`src/rtl/next_pc_resolver.sv`:
```
module next_pc_resolver #(
  parameter int AW = 32,
  parameter logic [AW-1:0] RESET_PC = '0
) (
  input  logic          clk,
  input  logic          rst_n,
  input  logic          dec_req,
  input  logic          dec_is_branch,
  input  logic          dec_is_jump,
  input  logic          dec_on_zero,
  input  logic [AW-1:0] dec_pc,
  input  logic [AW-1:0] dec_target,
  output logic          dec_ack,
  input  logic          exe_req,
  input  logic          exe_zero,
  output logic          exe_ack,
  output logic          redir_req,
  output logic          redir_valid,
  output logic [AW-1:0] redir_addr,
  input  logic          redir_ack,
  input  logic          fetch_step,
  output logic [AW-1:0] fetch_pc
);
  localparam logic [AW-1:0] STEP = AW'(4);

  logic          addr_ready, zero_ready;
  logic          br_q, jmp_q, onz_q, zero_q;
  logic [AW-1:0] pc_q, tgt_q;

  wire dec_take = dec_req && !dec_ack && !addr_ready;
  wire exe_take = exe_req && !exe_ack && !zero_ready;
  wire sent     = redir_req && redir_ack;
  wire launch   = addr_ready && zero_ready && !redir_req && !redir_ack;
  wire go       = jmp_q || (br_q && (zero_q == onz_q));

  always_ff @(posedge clk) begin
    if (!rst_n) begin
      dec_ack    <= 1'b0;
      addr_ready <= 1'b0;
      br_q       <= 1'b0;
      jmp_q      <= 1'b0;
      onz_q      <= 1'b0;
      pc_q       <= '0;
      tgt_q      <= '0;
    end else begin
      if (sent) addr_ready <= 1'b0;
      if (dec_take) begin
        addr_ready <= 1'b1;
        dec_ack    <= 1'b1;
        br_q       <= dec_is_branch;
        jmp_q      <= dec_is_jump;
        onz_q      <= dec_on_zero;
        pc_q       <= dec_pc;
        tgt_q      <= dec_target;
      end else if (!dec_req) begin
        dec_ack <= 1'b0;
      end
    end
  end

  always_ff @(posedge clk) begin
    if (!rst_n) begin
      exe_ack    <= 1'b0;
      zero_ready <= 1'b0;
      zero_q     <= 1'b0;
    end else begin
      if (sent) zero_ready <= 1'b0;
      if (exe_take) begin
        zero_ready <= 1'b1;
        exe_ack    <= 1'b1;
        zero_q     <= exe_zero;
      end else if (!exe_req) begin
        exe_ack <= 1'b0;
      end
    end
  end

  always_ff @(posedge clk) begin
    if (!rst_n) begin
      redir_req   <= 1'b0;
      redir_valid <= 1'b0;
      redir_addr  <= '0;
    end else if (sent) begin
      redir_req <= 1'b0;
    end else if (launch) begin
      redir_req   <= 1'b1;
      redir_valid <= go;
      redir_addr  <= go ? tgt_q : pc_q + STEP;
    end
  end

  always_ff @(posedge clk) begin
    if (!rst_n)                   fetch_pc <= RESET_PC;
    else if (sent && redir_valid) fetch_pc <= redir_addr;
    else if (fetch_step)          fetch_pc <= fetch_pc + STEP;
  end
endmodule

```
`config.mk`:
```
export PLATFORM = sky130hd
export DESIGN_NAME = next_pc_resolver
export DESIGN_NICKNAME = d
export VERILOG_FILES = /design/src/rtl/next_pc_resolver.sv
export SDC_FILE = /design/constraint.sdc
export NUM_CORES = 1
export LEC_CHECK = 0
export BUFFER_PORTS_ARGS = -buffer_cell sky130_fd_sc_hd__buf_2
export CAP_MARGIN = 10
export CORE_MARGIN = 2
export CORE_UTILIZATION = 35
export CTS_CLUSTER_SIZE = 40
export DETAILED_ROUTE_END_ITERATION = 10
export MAX_ROUTING_LAYER = met4
export SETUP_SLACK_MARGIN = 0.15
export SYNTH_ARGS = -nofsm -noshare
export SYNTH_HDL_FRONTEND = slang
export SYNTH_SLANG_ARGS = --single-unit
```
`constraint.sdc`:
```
create_clock -name clk -period 2.4 [get_ports clk]
set_input_delay 0.48 -clock clk [delete_from_list [all_inputs] [get_ports clk]]
set_output_delay 0.48 -clock clk [all_outputs]
set_load 0.02 [all_outputs]
```
==> implementation parameters <==
Parameter                              Value

Critical path
  Startpoint class of the critical path    register
  Crit end category    register
  Cell count along the critical path    6
  Cell Chain, Critical Path    ha_1 > nand2_1 > or3_1 > o31a_1 > o21ai_0 > a31oi_1
  Largest delay share family, worst path    simple AND/OR/NAND/NOR gates
  Required time of the worst setup path    2.70 ns
  Worst-path fanout max    6
  Slowest cell on crit path    or3_1
  Depth of the worst register-to-register path    6
  Total buffers and inverters traversed by the critical path    0
  Crit path largest cell delay    0.54 ns
  CP Class    reg2reg
  Arrival time worst endpoint    2.35 ns

CTS
  CTS tree    built
  TritonCTS buffer count    17
  Insertion delay of the later-clocked pin in the worst-skew pair    0.42 ns
  TritonCTS sink count    138
  Number of resized instances in the post-cts repair step    0
  Htree depth    4
  Number of hold buffers added after CTS    0
  Postcts setup bufs    0
  Longest Clk Path Bufs    2
  Clock Pin Slew Worst Setup and Hold Paths    0.06 ns
  Root Buffer Master    clkbuf_16

Logic synthesis
  Most frequent cell after synthesis    nand2_1
  Top FF cell, synth    dfxtp_1
  Cell taking the most area after synthesis    dfxtp_1
  Post-synth top cells    nand2_1, dfxtp_1, a21oi_1
  Summed instance area of the synthesized netlist    6190 um^2
  Cells after Synth    789
  Yosys cell types    43
  Sequential element share of the synthesized area    44.6%
  Mapped Avg Cell Area    7.84 um^2
  Async set or reset register ratio after synthesis    0%
  Nets in the synthesized netlist    865
  Synthesis-stage register bit count    138
  Fraction of post-synthesis cell area in the top cell type by area    44.6%
  Yosys warns    0
  Synth area leaders    dfxtp_1, nand2_1, a21oi_1
  Number of enable-type register cells in the synthesized netlist    0

Power
  Total power    6010 uW
  Power density cells    764 nW/um^2
  VDD IR-drop max    0.000523 V
  Static leakage power    0.00320 uW

Min path
  Path type of the worst min-delay path    in2reg
  Worst hold path cell count    2

Placement
  Cell count after placement    1116
  Dpl cell area    7180 um^2
  Post-detail-place hpwl    12900 um
  Placer Congestion    0.862
  Port buffer count    141

Global route
  Total overflow reported by the global router    0
  Via count of the first global-routing pass    5168
  Wire length of the first global-routing pass    28000 um
  Maximum number of pins on one net before global-route repair    49
  Initial antenna violation count    1
  Total track usage    19.9%

Routing
  Final antenna-violating net count    0
  Number of DRC violations after detailed-routing iteration 0    325
  Wire length per cell after detailed routing    15.3 um
  Total vias in the final route    5783
  DRT Pass-1 Iters    5
  Count of unresolved DRC violations after routing    0
  Routed WL    17600 um
  Number of vias per cell    5.03

STA
  Number of endpoints with negative hold slack in the final report    0
  Worst clock skew    0.00633 ns
  Headroom to the max-slew limit    60.0%
  Final min period    2.05 ns
  Post-route fraction of the period consumed by the critical path    85.6%
  Final count of negative-setup-slack endpoints    0
  Max Slew Vio Count    0
  Highest clock frequency the design can meet    487 MHz
  Worst-Margin Slew    0.601 ns
  Final TNS setup    0 ns
  RSZ-0062 raised after global routing    no

Floorplan
  Core region area    17300 um^2
  Area enclosed by the die boundary    18800 um^2
  Number of I/O pins    142
  Die height    137 um
  Number of core rows    48
  Die Width    137 um
  Starting density of the core    35.8%

Final layout
  Proportion of layout cells with a drive suffix above 1    22.2%
  Post-route design area    7870 um^2
  Number of nets in the layout    986
  Area growth from synthesis to layout    27.2%
  Post-route core utilization    45.5%
  Post-Layout Cell Count    1149

Run status
  Outcome    complete, no violations

Job
  Number of maximum-capacitance constraint violations    0
[stage by stage]
stage / setup WS [ns] / hold WS (ns)
detailed placement: 0.356 / 0.447
finish: 0.345 / 0.285
CTS: 0.343 / 0.272
global placement: 0.402 / 0.444
global route: 0.173 / 0.279
floorplan: 0.563 / 0.432
[power by group]
part | switching (uW) | internal (uW) | leakage [uW]
Clock | 988 | 2060 | 0.000337
Combinational | 295 | 191 | 0.00174
Sequential | 90.9 | 2380 | 0.00112
[layout make-up]
cell class	count	area (um^2)
repair buffers	161	931
clock buffers	22	484
well taps	225	282
clock inverters	10	210
inverters	6	22.5
flip-flops and latches	138	2760
fillers	1786	9420
multi-input cells	586	3180
diodes	1	2.50
[logic make-up (layout without fill, tap and decap cells)]
kind of cell               Yosys count  after routing  share of synthesized area [%]
and+or+nand+nor                    352            352                           26.3
adders and majority gates            2              2                          0.404
other                                0              1                              0
buffers and inverters               65            199                           4.20
AOI/OAI and AO/OA                  179            179                           16.8
xor gates and xnor gates            45             45                           6.37
muxes                                8              8                           1.29
DFF                                138            138                           44.6
[per-layer routing]
layer	share of wire, %	global-route usage, %	vias to the layer above
met5	0	-	-
li1	-	-	2993
met1	50	28.3	2618
met2	43	28.1	156
met4	1.5	5.96	0
met3	5.7	4.15	16
[sequential cells by signal (all words and copies together) (netlist names)]
name         flops
addr_ready       1
fetch_pc        32
zero_q           1
redir_addr      32
onz_q            1
jmp_q            1
exe_ack          1
zero_ready       1
br_q             1
tgt_q           32
pc_q            32
redir_valid      1
redir_req        1
dec_ack          1
[final timing paths]
path                                        startpoint                     endpoint  slack [ns]
worst min-delay path                         redir_ack       redir_req$_SDFFE_PP0P_        0.29
worst min register to register  tgt_q[28]$_SDFFE_PN0P_       tgt_q[28]$_SDFFE_PN0P_        0.45
worst max register to register    pc_q[2]$_SDFFE_PN0P_  redir_addr[24]$_SDFFE_PN0P_        0.35
worst max-delay path              pc_q[2]$_SDFFE_PN0P_  redir_addr[24]$_SDFFE_PN0P_        0.35
[cell usage in the layout, fill, tap and decap left out, types with 3 or more instances in the layout]
cell type,synthesis,layout
clkbuf_16,0,17
buf_4,0,14
mux2i_1,8,8
a211oi_1,19,19
buf_2,6,141
a21oi_1,97,96
nand2_1,176,175
o41ai_1,3,3
o21ai_0,30,30
o31ai_1,5,5
and3_1,17,17
nand3_1,41,40
o31a_1,6,6
buf_12,0,6
nor3_1,17,17
clkbuf_8,0,4
nor4_1,10,10
a311oi_1,4,4
bufinv_16,0,6
nand4_1,16,16
nor2_1,50,50
a31oi_1,8,8
and4_1,11,11
xor2_1,19,19
or3_1,4,4
dfxtp_1,138,138
inv_1,6,5
xnor2_1,26,26
Note: power is estimated with default switching activity, not from simulation.
